### src/rtl/qrot_freq_det.sv
module qrot_freq_det (
  input  logic clk,
  input  logic rst_n,
  input  logic edge_stb,
  input  logic i_smp,
  input  logic q_smp,
  input  logic fd_en,
  output logic up_pls,
  output logic dn_pls
);

  logic [1:0] quad_q;
  logic       armed_q;
  logic [1:0] quad_new;
  logic       slow_hit;
  logic       fast_hit;

  assign quad_new = {i_smp, q_smp};
  assign slow_hit = edge_stb && armed_q && (quad_q == 2'b10) && (quad_new == 2'b00);
  assign fast_hit = edge_stb && armed_q && (quad_q == 2'b00) && (quad_new == 2'b01);

  always_ff @(posedge clk or negedge rst_n) begin
    if (!rst_n) begin
      quad_q  <= 2'b00;
      armed_q <= 1'b0;
    end else if (edge_stb) begin
      quad_q  <= quad_new;
      armed_q <= 1'b1;
    end
  end

  always_ff @(posedge clk or negedge rst_n) begin
    if (!rst_n) begin
      up_pls <= 1'b0;
      dn_pls <= 1'b0;
    end else begin
      up_pls <= fd_en && slow_hit;
      dn_pls <= fd_en && fast_hit;
    end
  end


  excl_chk: assert property (@(posedge clk) disable iff (!rst_n) !(up_pls && dn_pls));


  no_strobe_quiet_chk: assert property (@(posedge clk) disable iff (!rst_n)
    !edge_stb |=> (!up_pls && !dn_pls));


  gate_chk: assert property (@(posedge clk) disable iff (!rst_n)
    !fd_en |=> (!up_pls && !dn_pls));


  first_load_chk: assert property (@(posedge clk) disable iff (!rst_n)
    (edge_stb && !armed_q) |=> (!up_pls && !dn_pls));


  dn_rule_chk: assert property (@(posedge clk) disable iff (!rst_n)
    (edge_stb && fd_en && armed_q && quad_q == 2'b00 && i_smp == 1'b0 && q_smp == 1'b1) |=> dn_pls);


  up_rule_chk: assert property (@(posedge clk) disable iff (!rst_n)
    (edge_stb && fd_en && armed_q && quad_q == 2'b10 && i_smp == 1'b0 && q_smp == 1'b0) |=> up_pls);

endmodule

### config.mk
export PLATFORM = sky130hd
export DESIGN_NAME = qrot_freq_det
export DESIGN_NICKNAME = d
export VERILOG_FILES = /design/src/rtl/qrot_freq_det.sv
export SDC_FILE = /design/constraint.sdc
export NUM_CORES = 1
export LEC_CHECK = 0
export BUFFER_PORTS_ARGS = -buffer_cell sky130_fd_sc_hd__buf_4
export CAP_MARGIN = 25
export CORE_AREA = 10 10 47 49
export CTS_CLUSTER_DIAMETER = 60
export DETAILED_ROUTE_END_ITERATION = 10
export DIE_AREA = 0 0 57 59
export PLACE_DENSITY_LB_ADDON = 0.15
export RECOVER_POWER = 50
export SYNTH_ARGS = -nofsm -noshare
export SYNTH_HDL_FRONTEND = slang
export SYNTH_SLANG_ARGS = --single-unit
export TNS_END_PERCENT = 50
### constraint.sdc
create_clock -name clk -period 0.95 [get_ports clk]
set_clock_uncertainty 0.15 [all_clocks]
set_input_delay 0.095 -clock clk [delete_from_list [all_inputs] [get_ports clk]]
set_output_delay 0.095 -clock clk [all_outputs]
set_load 0.1 [all_outputs]
---- Yosys cells after proc, flatten, opt, wreduce, memory -nomap -nowiden ----
Cells that the tools add are included.
cells by class
  eq/ne operators ......................... 2
  reduce and logical (&&, ||, !) cells .... 9
operators with widths
  kind                                                             count
  1-bit logical AND                                                7
  2-bit zero test                                                  2
  2-bit by 1-bit == test with 1-bit output, second input constant  1
  2-bit == test, second input constant                             1
word-level totals
  flip-flop bits (word level) ............. 5
  input port bits ......................... 6
  output and inout bits ................... 2
  word-level logic and storage cells ...... 15

---- Longest topological paths before layout ----
Gate-level depths: netlist (run 1).
  depth after elaboration ................. 4
  gate-level depth with buffers ........... 2
  depth with buffers taken out ............ 2

---- Least setup slack after synthesis (run 1) ----
OpenSTA, ideal clock, no wires.
  path kind ............................... register -> output
  start point ............................. reg dn_pls
  end point ............................... out dn_pls
  arrival time ............................ 0.883 ns
  data required time ...................... 0.705 ns
  setup slack ............................. -0.178 ns
  stages on the path, launching flop included .. 1
  buffers on the path ..................... 0
  path through ............................ dfrtp_1
RTL lines
  element                   RTL line  text
  start: declaration        9         output logic dn_pls
  start signal: assignment  38        dn_pls <= fd_en && fast_hit;
No word-level cell between the ends.

---- Worst setup path after layout (run 1) ----
  start point ............................. in q_smp
  end point ............................... reg quad_q[0]
RTL lines
  element                 RTL line  text
  start: declaration      6         input logic q_smp,
  end signal: assignment  27        quad_q <= quad_new;
  end: declaration        12        logic [1:0] quad_q;
No word-level cell between the ends.

==> impl_summary.md, run 1 <==
Worst setup path
The endpoint kind of the worst setup timing path is a flop. Among cell families on the critical path, the largest total delay comes from buffers and inverters. The path depth of the worst reg2reg path is 1. Data on the critical path is required at its endpoint by 0.92 ns.

The launch point of the critical path is q_smp. The reg-to-reg startpoint is quad_q[1]. The worst setup path is launched from a primary input. The delay of the slowest cell on the worst path is 0.57 ns. The worst endpoint data arrival time is 1.04 ns. Walking the worst path, the cells encountered are buf_4 -> dlygate4sd3_1 -> mux2_2. Together, buffers and inverters on the worst path number 2. In this run the worst path has a maximum fanout of 2. The capturing point of the worst reg2reg path is quad_q[1]. The reg-to-reg setup timing slack is 0.02 ns. The setup path with the least slack is of type primary input to flop. The highest-delay cell along the critical path is dlygate4sd3_1.

Place
Port buffering added 7 buffers. At the end of routability-driven placement, the weighted congestion stood at 0.653. The count of placed standard cells including taps is 36. The cell area after placement is 267 um2. Prior to clock tree synthesis, the placed netlist has a worst setup slack of 0.0266 ns.

Yosys
The instance count of the mapped netlist is 13. Of the post-synthesis cell area, the dominant cell type holds 0.649. Counting instances in the post-synthesis netlist gives the leading cell types as dfrtp_1 (5), mux2_2 (2). The synthesized design contains 0 enable-type register cells. The fraction of registers with async set/reset is 1.00. The synthesized netlist occupies a cell area of 193 um2. The most frequently used cell type in the post-synthesis netlist is dfrtp_1.

The top cell type by total area after synthesis is dfrtp_1. The Yosys step of the flow raised 0 warnings. The post-synthesis sequential element count is 5. The share of the Yosys chip area taken by registers is 0.649. Sorting the synthesized cells by area gives the leading types as dfrtp_1 (65%), mux2_2 (12%), nor4_2 (6.5%).

The commonest register cell after synthesis is dfrtp_1. The total nets after synthesis is 19. The distinct cell type count of the synthesized netlist is 8. The average instance area after synthesis is 14.8 um2.

Die
The horizontal die dimension is 57 um. The die covers 3360 um2. The initial cell density of the core is 0.138. The floorplan step set the die height to 59 um. In this run the core area contains 14 standard-cell rows. The number of top-level pins is 8.

After floorplanning, the core was sized to cover 1400 um2.

STA
Timing would allow up to 0.933 GHz. The pin slew with the least headroom to its limit is 0.255 ns. The worst-case headroom to the max-slew limit is 0.830. The number of max-slew violations in the final report was 0.

Setup repair after global routing could not meet its margin everywhere. The share of the clock period used by the worst path after layout is 1.13. The total count of hold-check failures in the final report is 4. The tightest hold path in the finished design has a slack of -0.0685 ns. The final count of negative-setup-slack endpoints is 3. The clock period minus final worst setup slack is 1.07 ns. The worst setup slack after layout is -0.122 ns.

GRT
The total grt overflow is 0. The via count of the first global-routing pass is 170. Across every metal layer, demand over resource in global routing totals 0.0352.

The wire length of the first global-routing pass is 765 um. The largest net degree at the start of global routing is 6. The number of antenna violations at the first check in global routing is 0.

Min path
For hold timing, the worst endpoint is armed_q. The tightest min-delay check is of the primary input to flop type. The worst hold path passes through 2 cells. In this run the most critical hold path is launched from edge_stb.

Clock network
The largest buffer count on any clock path is 2. The clock tree from TritonCTS is built. The number of buffers added by the clock tree synthesis step is 3. The sink count of the clock tree is 5. The number of setup buffers added after CTS is 0. The library cell used as clock root buffer is clkbuf_4. The clock latency reported for the late side of the worst-skew pair is 0.24 ns.

The number of H-tree branching levels is 1. After clock tree synthesis, the clock-pin slew on the worst setup and hold paths is 0.04 ns.

Detailed routing
Using the TritonRoute via totals, the vias-per-cell ratio works out to 3.49. The total number of vias is 150. The initial DRC count is 1. The post-detailed-routing wire length is 417 um. The number of remaining DRC errors is 0. Once detail routing completed, the nets flagged for antenna violations numbered 0.

The iteration count of the initial detailed-routing pass is 2. In the final routed layout, each cell accounts on average for 9.70 um.

Layout
In the final layout, the share of cells above drive strength 1 is 0.519. Counting the fill cells in the layout gives 153. Registers take 126 um2.

The finished layout holds 43 standard cells, fillers aside. The synthesis-to-layout area growth is 71.4%. Summing all multi-input logic gate instances after layout gives 67.6 um2.

The final cell area excluding filler cells is 330 um2. The final net count is 34. The antenna cell count is 0.

Power and ir drop
The final total power is 531 uW. The static leakage is 0.136 nW. The power per cell area is 1610 nW/um2.

The peak supply drop is 0.000414 V.

Flow run
Max-cap violations in this run came to 0.

Outcome
The flow ran to the end, but the final reports show violations. The checks that failed: hold timing, setup timing.
## worst max-delay path by stage
stage / endpoint / slack [ns] / depth (start not counted)
2_1_floorplan: up_pls / -0.18 / 0
5_1_grt: dn_pls / -0.14 / 1
3_3_place_gp: armed_q / 0.04 / 1
3_5_place_dp: quad_q[1] / 0.03 / 1
4_1_cts: dn_pls / -0.12 / 1
6_report: quad_q[0] / -0.12 / 3
## kinds of logic (layout without fill, tap and decap cells)
group | Yosys count | after routing | share of synthesized area
AND/OR/NAND/NOR | 6 | 6 | 0.234
multiplexers | 2 | 2 | 0.117
flip-flops | 5 | 5 | 0.649
buffers and inverters | 0 | 14 | 0
## flip-flops by register name, summed over array words and instances (netlist names)
name and cells:
armed_q 1, dn_pls 1, quad_q 2, up_pls 1
## through the flow
step	TNS [ns]	utilization	hold slack, ns
4_1_cts	-0.406	0.238	-0.0752
2_1_floorplan	-0.178	-	-0.351
3_3_place_gp	0	0.190	-0.248
6_report	-0.311	0.236	-0.0685
5_1_grt	-0.426	0.236	-0.0804
3_5_place_dp	0	0.190	-0.250
## metal layers
layer / up-vias / GRT usage / part of all wire
met5: - / 0 / 0
met4: 0 / 0.0403 / 0.014
met3: 2 / 0.0558 / 0.20
met2: 7 / 0.0295 / 0.35
met1: 68 / 0.0289 / 0.44
li1: 73 / - / -
## placed cells by master (no fill, tap or decap)
master / Yosys / routed
dfrtp_1: 5 / 4
buf_4: 0 / 4
clkbuf_4: 0 / 3
dlygate4sd3_1: 0 / 3
mux2_2: 2 / 2
clkbuf_1: 0 / 2
nand3b_1: 1 / 1
nand4bb_1: 1 / 1
nor2_1: 1 / 1
nand2_1: 1 / 1
nor4_2: 1 / 1
or2_2: 1 / 1
dfrtp_2: 0 / 1
buf_6: 0 / 1
buf_8: 0 / 1
## power by group
group	switching (mW)	total (mW)	internal [mW]
clock	0.0817	0.240	0.158
combinational	0.0247	0.0593	0.0346
sequential	0.00793	0.232	0.224
total	0.114	0.531	0.417
## area by class of cell
cell class                 instances  share of cell area
multi-input combinational          8               0.205
timing repair buffer              10               0.273
tap                               16              0.0606
clock buffer                       4              0.0795
sequential                         5               0.383
## repair_timing
item / CTS / global route
hold buffers: 3 / 1
pin swaps: 0 / 3
hold endpoints to repair: 10 / 4
endpoints found under the setup margin: 2 / 6
gates resized for setup: 3 / 0
No activity file was read; power rests on OpenSTA's default activity.
==> inputs of run 2 (changes only) <==
--- a/config.mk
+++ b/config.mk
@@ -5,6 +5,7 @@
 export SDC_FILE = /design/constraint.sdc
 export NUM_CORES = 1
 export LEC_CHECK = 0
+export ABC_AREA = 1
 export BUFFER_PORTS_ARGS = -buffer_cell sky130_fd_sc_hd__buf_4
 export CAP_MARGIN = 25
 export CORE_AREA = 10 10 47 49
==> run 2 against run 1 <==
Design area rose by 12%. Wire length rose by 24%. Utilization rose by 2.9 points. Largest power group unchanged. Flip-flop and latch count did not move. Synthesized cell count rose by 92%. First-iteration DRC count rose by 100%. Non-clock buffer count did not move. The run still ends with hold timing, setup timing left.
==> impl_summary.md, run 2 <==
Die
The count of standard-cell rows was 14 (unchanged). The height of the die was 59 um (unchanged). The core area is 1400 um2 (unchanged).

The number of top-level pins is 8 (unchanged). The initial cell density of the core is 0.156 (+0.0187). The die outline area came to 3360 um2 (unchanged). The horizontal die dimension is 57 um (unchanged).

Worst setup path
The worst endpoint data arrival time was 0.82 ns (-0.22 ns). The data required time at the worst endpoint is 0.70 ns (-0.22 ns). The maximum net fanout on the critical path is 1 (-1).

The nature of the critical path startpoint is a flop. The combined buffer and inverter count along the critical path came to 1 (-1). In this design, the largest share of critical-path delay is due to flip-flops. The critical path in this run is classified as flop to output pin. The delay of the slowest cell on the worst path is 0.40 ns (-0.17 ns). The slowest stage of the critical path is the dfrtp_2 cell. The path depth of the worst reg2reg path is 1 (unchanged).

Traced cell by cell, the critical path runs through buf_12. The total number of cells along the worst setup path came to 1 (-2). The worst setup path is captured at an output pin.

Detailed routing
The total number of vias was 194 (+29%). The average wire length per cell after detail routing was 9.38 um (-3.3%). The number of remaining DRC errors was 0 (unchanged). The initial DRC count is 2 (+1). The post-detailed-routing wire length was 516 um (+24%). The remaining antenna violation count after routing is 0 (unchanged). The average vias per placed instance was 3.53 (+1.1%). The iteration count of the initial detailed-routing pass is 2 (unchanged).

Clock network
The number of buffers added by the clock tree synthesis step is 3 (unchanged). The setup fix buffers added after clock tree synthesis came to 0 (unchanged). The sink count of the clock tree is 5 (unchanged). TritonCTS built the clock tree. The number of H-tree branching levels was 1 (unchanged). The largest buffer count on any clock path is 2 (unchanged). The clock latency reported for the late side of the worst-skew pair is 0.25 ns (about the same). The library cell used as clock root buffer is clkbuf_4. The CTS clock-pin slew for the worst setup and hold paths is 0.05 ns (about the same).

Place
The weighted congestion at the end of routability-driven global placement is 0.755 (+16%). The count of placed standard cells including taps is 48 (+33%). The HPWL after detailed placement is 387 um. The number of buffers inserted by port buffering is 7 (unchanged).

STA
The worst-case headroom to the max-slew limit is 0.783 (-0.0468). The final count of negative-setup-slack endpoints came to 4 (+1). The total count of hold-check failures in the final report is 3 (-1). The number of max-slew violations in the final report is 0 (unchanged). The pin slew with the least headroom to its limit is 0.326 ns (+0.0703 ns). Setup repair after global routing could not meet its margin everywhere. The clock period minus final worst setup slack is 1.06 ns (-0.00891 ns). The maximum frequency from static timing analysis came to 0.941 GHz (+0.84%).

The total negative slack for setup checks came to -0.329 ns (-0.0179 ns). The tightest hold margin came to -0.0633 ns (+0.00518 ns). The share of the clock period used by the worst path after layout was 1.12 (-0.00938). The worst setup slack after layout was -0.113 ns (+0.00891 ns).

Yosys
The average instance area after synthesis is 8.76 um2 (-41%). dfrtp_1 takes more of the synthesized area than any other cell. By count the netlist is led by inv_1 (6), nand2_1 (6), dfrtp_1 (5), nor2_2 (2), o21ai_0 (2). The share of synthesized area occupied by flip-flops and latches came to 0.571 (-0.0779). The instance count of the mapped netlist is 25 (+12). The count of warnings emitted by yosys was 0 (unchanged). The fraction of post-synthesis cell area in the top cell type by area is 0.571 (-0.0779). The fraction of registers with async set/reset is 1.00 (unchanged).

The total nets after synthesis is 31 (+12). In the post-synthesis netlist, the biggest area contributors are dfrtp_1 (57%), inv_1 (10%), nand2_1 (10%). The post-synthesis sequential element count came to 5 (unchanged). In the synthesized netlist the dominant register cell turns out to be dfrtp_1. The count of flip-flops with a built-in enable after synthesis was 0 (unchanged). The total standard cell area after synthesis is 219 um2 (+14%).

The distinct cell type count of the synthesized netlist is 9 (+1).

Power and ir drop
The peak supply drop was 0.000544 V (+32%). The fraction of power consumed by combinational cells is 0.130 (+0.018). The internal power summed over all cells is 417 uW (about the same).

The clock share of power came to 0.462 (+0.010). The sequential share of power was 0.408 (-0.028). The net switching share of the total power is 0.255 (+0.0396). The total net switching power is 143 uW (+25%). The static leakage is 0.179 nW (+31%). The power per cell area is 1510 nW/um2 (-6.0%).

GRT
The largest net degree at the start of global routing is 7 (+1). The total grt overflow is 0 (unchanged). The via count of the first global-routing pass is 200 (+18%). The number of antenna violations at the first check in global routing is 0 (unchanged).

The total global routing track utilization is 0.0369 (+0.00167). The wire length of the first global-routing pass is 841 um (+9.9%).

Layout
The number of flip-flops in the largest register is 2 (unchanged). The final net count was 46 (+35%). The antenna cell count came to 0 (unchanged). The non-filler instance count after layout came to 55 (+28%). The share of final-layout standard cells stronger than drive strength 1 was 0.333 (-0.185). The synthesis-to-layout area growth is 69.1%. Ranked by flip-flop count, first place goes to quad_q. The top cell types in the final layout, fill and taps aside, are nand2_1 (6), inv_1 (6), dfrtp_1 (4), buf_4 (4).

Outcome
The checks that failed: hold timing, setup timing. The run finished, with violations left.

Min path
The min-delay analysis places its worst path in the category primary input to flop. The cell depth of the worst min-delay path was 3 (+1).

Flow run
The number of max-cap violations came to 0 (unchanged).
[run 2: final timing paths]
kind / start / endpoint / slack (ns)
min in group asynchronous: rst_n / quad_q[0] / 0.10
min reg2reg: armed_q / armed_q / 0.34
max reg2reg: armed_q / armed_q / 0.08
max in group asynchronous: rst_n / dn_pls / 0.28
max: dn_pls / dn_pls / -0.11
min: i_smp / quad_q[1] / -0.06
[run 2: cell type report]
type | count | area (um2)
Fill cell | 161 | 1030
Sequential cell | 5 | 126
Timing Repair Buffer | 10 | 104
Inverter | 6 | 22.5
Clock buffer | 4 | 26.3
Tap cell | 16 | 20.0
Multi-Input combinational cell | 14 | 71.3
[run 2: logic make-up after synthesis]
family,Yosys count,synth area share
flip-flops,5,0.571
buffers and inverters,6,0.103
AND/OR/NAND/NOR,12,0.280
AO/OA/AOI/OAI,2,0.0457
[run 2: timing repair]
item	4_1_cts	5_1_grt
pin swaps	0	1
resized for setup	4	3
hold endpoints to repair	10	5
endpoints found under the setup margin	2	6
cloned	0	0
hold buffers	3	1
[run 2: power by group through the flow]
stage               logic (mW)  clock network [mW]  registers [mW]
finish                  0.0725               0.259           0.229
detailed placement      0.0621                   0           0.231
floorplan               0.0234                   0           0.240
global placement        0.0617                   0           0.232
global route            0.0835               0.286           0.229
CTS                     0.0734               0.271           0.229
[run 2: routing by layer]
| layer | vias to the layer above | share of wire | track usage |
|---|---|---|---|
| met5 | - | 0 | 0 |
| met4 | 0 | 0.033 | 0.0503 |
| met3 | 4 | 0.13 | 0.0343 |
| met2 | 10 | 0.35 | 0.0419 |
| met1 | 80 | 0.49 | 0.0324 |
| li1 | 100 | - | - |
[run 2: stage by stage]
stage	instance area (um2)	setup slack, ns	utilization	power, mW
floorplan	220	-0.178	-	0.263
global placement	293	0.0927	0.209	0.293
detailed placement	293	0.0879	0.209	0.294
CTS	364	-0.122	0.260	0.573
global route	370	-0.135	0.264	0.598
finish	370	-0.113	0.264	0.560
==> inputs of run 3 (changes only) <==
==> constraint.sdc (replaced) <==
create_clock -name clk -period 0.95 [get_ports clk]
set_clock_uncertainty 0.15 [all_clocks]
set_input_delay 0.1425 -clock clk [delete_from_list [all_inputs] [get_ports clk]]
set_output_delay 0.1425 -clock clk [all_outputs]
set_load 0.1 [all_outputs]
==> run 3 against run 2 <==
The flow still finishes with violations (hold timing, setup timing). Design area decreased by 5.4%. Utilization decreased by 1.4 points. Final cell count shrank 3.6%. Register-to-register slack about the same. Count of clock-buffer cells in the layout unchanged. Global-route usage about the same. Non-clock buffer count fell by 2. Die area unchanged. Critical path depth stayed put. Via count down 7.7%. Sequential power hardly changed.
==> impl_summary.md, run 3 (synthesis gave the netlist of run 2 again) <==
Clock network
The clock tree from TritonCTS is built. The number of H-tree branching levels came to 1 (unchanged). The number of buffers added by the clock tree synthesis step is 3 (unchanged). The library cell used as clock root buffer is clkbuf_4.

The clock latency reported for the late side of the worst-skew pair is 0.25 ns (about the same). The setup fix buffers added after clock tree synthesis is 0 (unchanged). The number of hold buffers added after CTS is 1 (-2). The sink count of the clock tree is 5 (unchanged). The largest buffer count on any clock path is 2 (unchanged).

The CTS clock-pin slew for the worst setup and hold paths came to 0.05 ns (about the same).

Detailed routing
The post-detailed-routing wire length came to 491 um (-4.8%). The remaining antenna violation count after routing came to 0 (unchanged). The initial DRC count was 4 (+2). The iteration count of the initial detailed-routing pass is 2 (unchanged). The average vias per placed instance came to 3.38 (-4.3%). The number of remaining DRC errors was 0 (unchanged). The total number of vias is 179 (-7.7%). The average wire length per cell after detail routing is 9.26 um (-1.3%).

Worst setup path
The endpoint kind of the worst setup timing path is an output pin. The path depth of the worst reg2reg path is 1 (unchanged). Walking the worst path, the cells encountered are buf_12. The cell family with the largest share of critical-path delay is flip-flops. The slowest stage of the critical path belongs to the cell dfrtp_2. In this run the critical register-to-register path is launched from armed_q. The combined buffer and inverter count along the critical path is 1 (unchanged). STA classifies the critical path startpoint as a flop. The launch point of the critical path is dn_pls. The maximum net fanout on the critical path was 1 (unchanged). The delay of the slowest cell on the worst path is 0.41 ns (about the same). The worst endpoint data arrival time is 0.82 ns (about the same). The critical path in this run is classified as flop to output pin. The data required time at the worst endpoint was 0.66 ns (-0.04 ns). The reg-to-reg setup timing slack is 0.07 ns (about the same).

The worst register-to-register path ends at armed_q.

Min path
The kind of path behind the tightest hold check is primary input to flop. The cell depth of the worst min-delay path is 2 (-1). The startpoint identified for the worst hold timing path is edge_stb.

The endpoint with the worst hold slack is armed_q.

Place
The cell area after placement is 293 um2 (unchanged). The number of buffers inserted by port buffering came to 7 (unchanged). The weighted congestion at the end of routability-driven global placement was 0.740 (-2.0%). The HPWL after detailed placement is 395 um (+2.0%).

Layout
The area growth from synthesis to layout is 60.0%. The final cell area excluding filler cells is 350 um2 (-5.4%). The share of final-layout standard cells stronger than drive strength 1 is 0.351 (+0.0180). The core utilization of the finished layout was 0.250 (-0.0143). The antenna cell count is 0 (unchanged). The register with the most flip-flops in the final layout is quad_q. The library cells used most frequently in the layout, excluding fill and tap cells, are nand2_1 (6), inv_1 (6), dfrtp_1 (4), buf_4 (4), clkbuf_4 (3). The final net count is 44 (-4.3%). The number of flip-flops in the largest register is 2 (unchanged).

Power and ir drop
The power per cell area is 1570 nW/um2 (+4.0%). The static leakage is 0.172 nW (-3.9%). The peak supply drop is 0.000409 V (-25%).

GRT
The total grt overflow came to 0 (unchanged). The wire length of the first global-routing pass is 862 um (+2.5%). The via count of the first global-routing pass is 209 (+4.5%). The largest net degree at the start of global routing is 7 (unchanged). The number of antenna violations at the first check in global routing is 0 (unchanged). The total global routing track utilization came to 0.0364 (-0.000434).

STA
The number of max-slew violations in the final report was 0 (unchanged). The tightest hold margin is -0.0160 ns (+0.0472 ns). The clock period minus final worst setup slack is 1.11 ns (+0.0491 ns). The share of the clock period used by the worst path after layout is 1.17 (+0.0517). The worst-case headroom to the max-slew limit is 0.801 (+0.0178).

The total count of hold-check failures in the final report is 3 (unchanged). The worst setup slack after layout is -0.162 ns (-0.0491 ns). Setup repair after global routing could not meet its margin everywhere. The maximum frequency from static timing analysis came to 0.899 GHz (-4.4%).

The pin slew with the least headroom to its limit is 0.299 ns (-0.0266 ns). The final count of negative-setup-slack endpoints is 2 (-2).

Die
The count of standard-cell rows came to 14 (unchanged). The initial cell density of the core came to 0.156 (unchanged). The die outline area came to 3360 um2 (unchanged).

The core area is 1400 um2 (unchanged). The horizontal die dimension is 57 um (unchanged). The height of the die is 59 um (unchanged).

The number of top-level pins came to 8 (unchanged).

Outcome
The run finished, with violations left. The final reports fail on hold timing, setup timing.

Flow run
The number of max-cap violations is 0 (unchanged).
## run 3: changes by cell type in the layout (fill, tap and decap cells not counted), sizes merged
cell	previous run	this run
dlygate4sd3	3	1
## run 3: report_power, final
part	internal [mW]	total [mW]	switching, mW
Sequential	0.223	0.229	0.00659
Combinational	0.0294	0.0648	0.0354
Clock	0.159	0.257	0.0975
Total	0.411	0.551	0.140
## run 3: cell type report
cell class / instances / area, um2
sequential: 5 / 126
tap: 16 / 20.0
inverter: 6 / 22.5
multi-input combinational: 14 / 71.3
clock buffer: 4 / 26.3
fill: 166 / 1050
timing repair buffer: 8 / 83.8
## run 3: what timing repair did
action                                  CTS  global route
endpoints found under the setup margin    2             2
endpoints found under the hold margin     9             2
gates resized for setup                   4             2
pin swaps                                 0             0
## run 3: worst max path at each step
stage	to	cells past startpoint	slack, ns
finish	dn_pls	1	-0.16
global route	dn_pls	1	-0.18
CTS	dn_pls	1	-0.17
detailed placement	dn_pls	1	0.06
global placement	dn_pls	1	0.06
floorplan	up_pls	0	-0.23
## run 3: layer usage
layer	global-route usage	vias up	wire length, um
li1	-	95	-
met5	0	-	0
met2	0.0388	8	179
met3	0.0279	2	62
met1	0.0372	74	242
met4	0.0503	0	7
## run 3: per-stage QoR
stage	instances	power, mW	TNS, ns	hold WS (ns)	setup slack [ns]
6_report	53	0.551	-0.305	-0.0160	-0.162
5_1_grt	53	0.582	-0.340	-0.0120	-0.177
4_1_cts	53	0.567	-0.327	-0.0236	-0.173
3_5_place_dp	48	0.294	0	-0.198	0.0599
3_3_place_gp	48	0.293	0	-0.199	0.0616
2_1_floorplan	25	0.263	-0.226	-0.303	-0.226
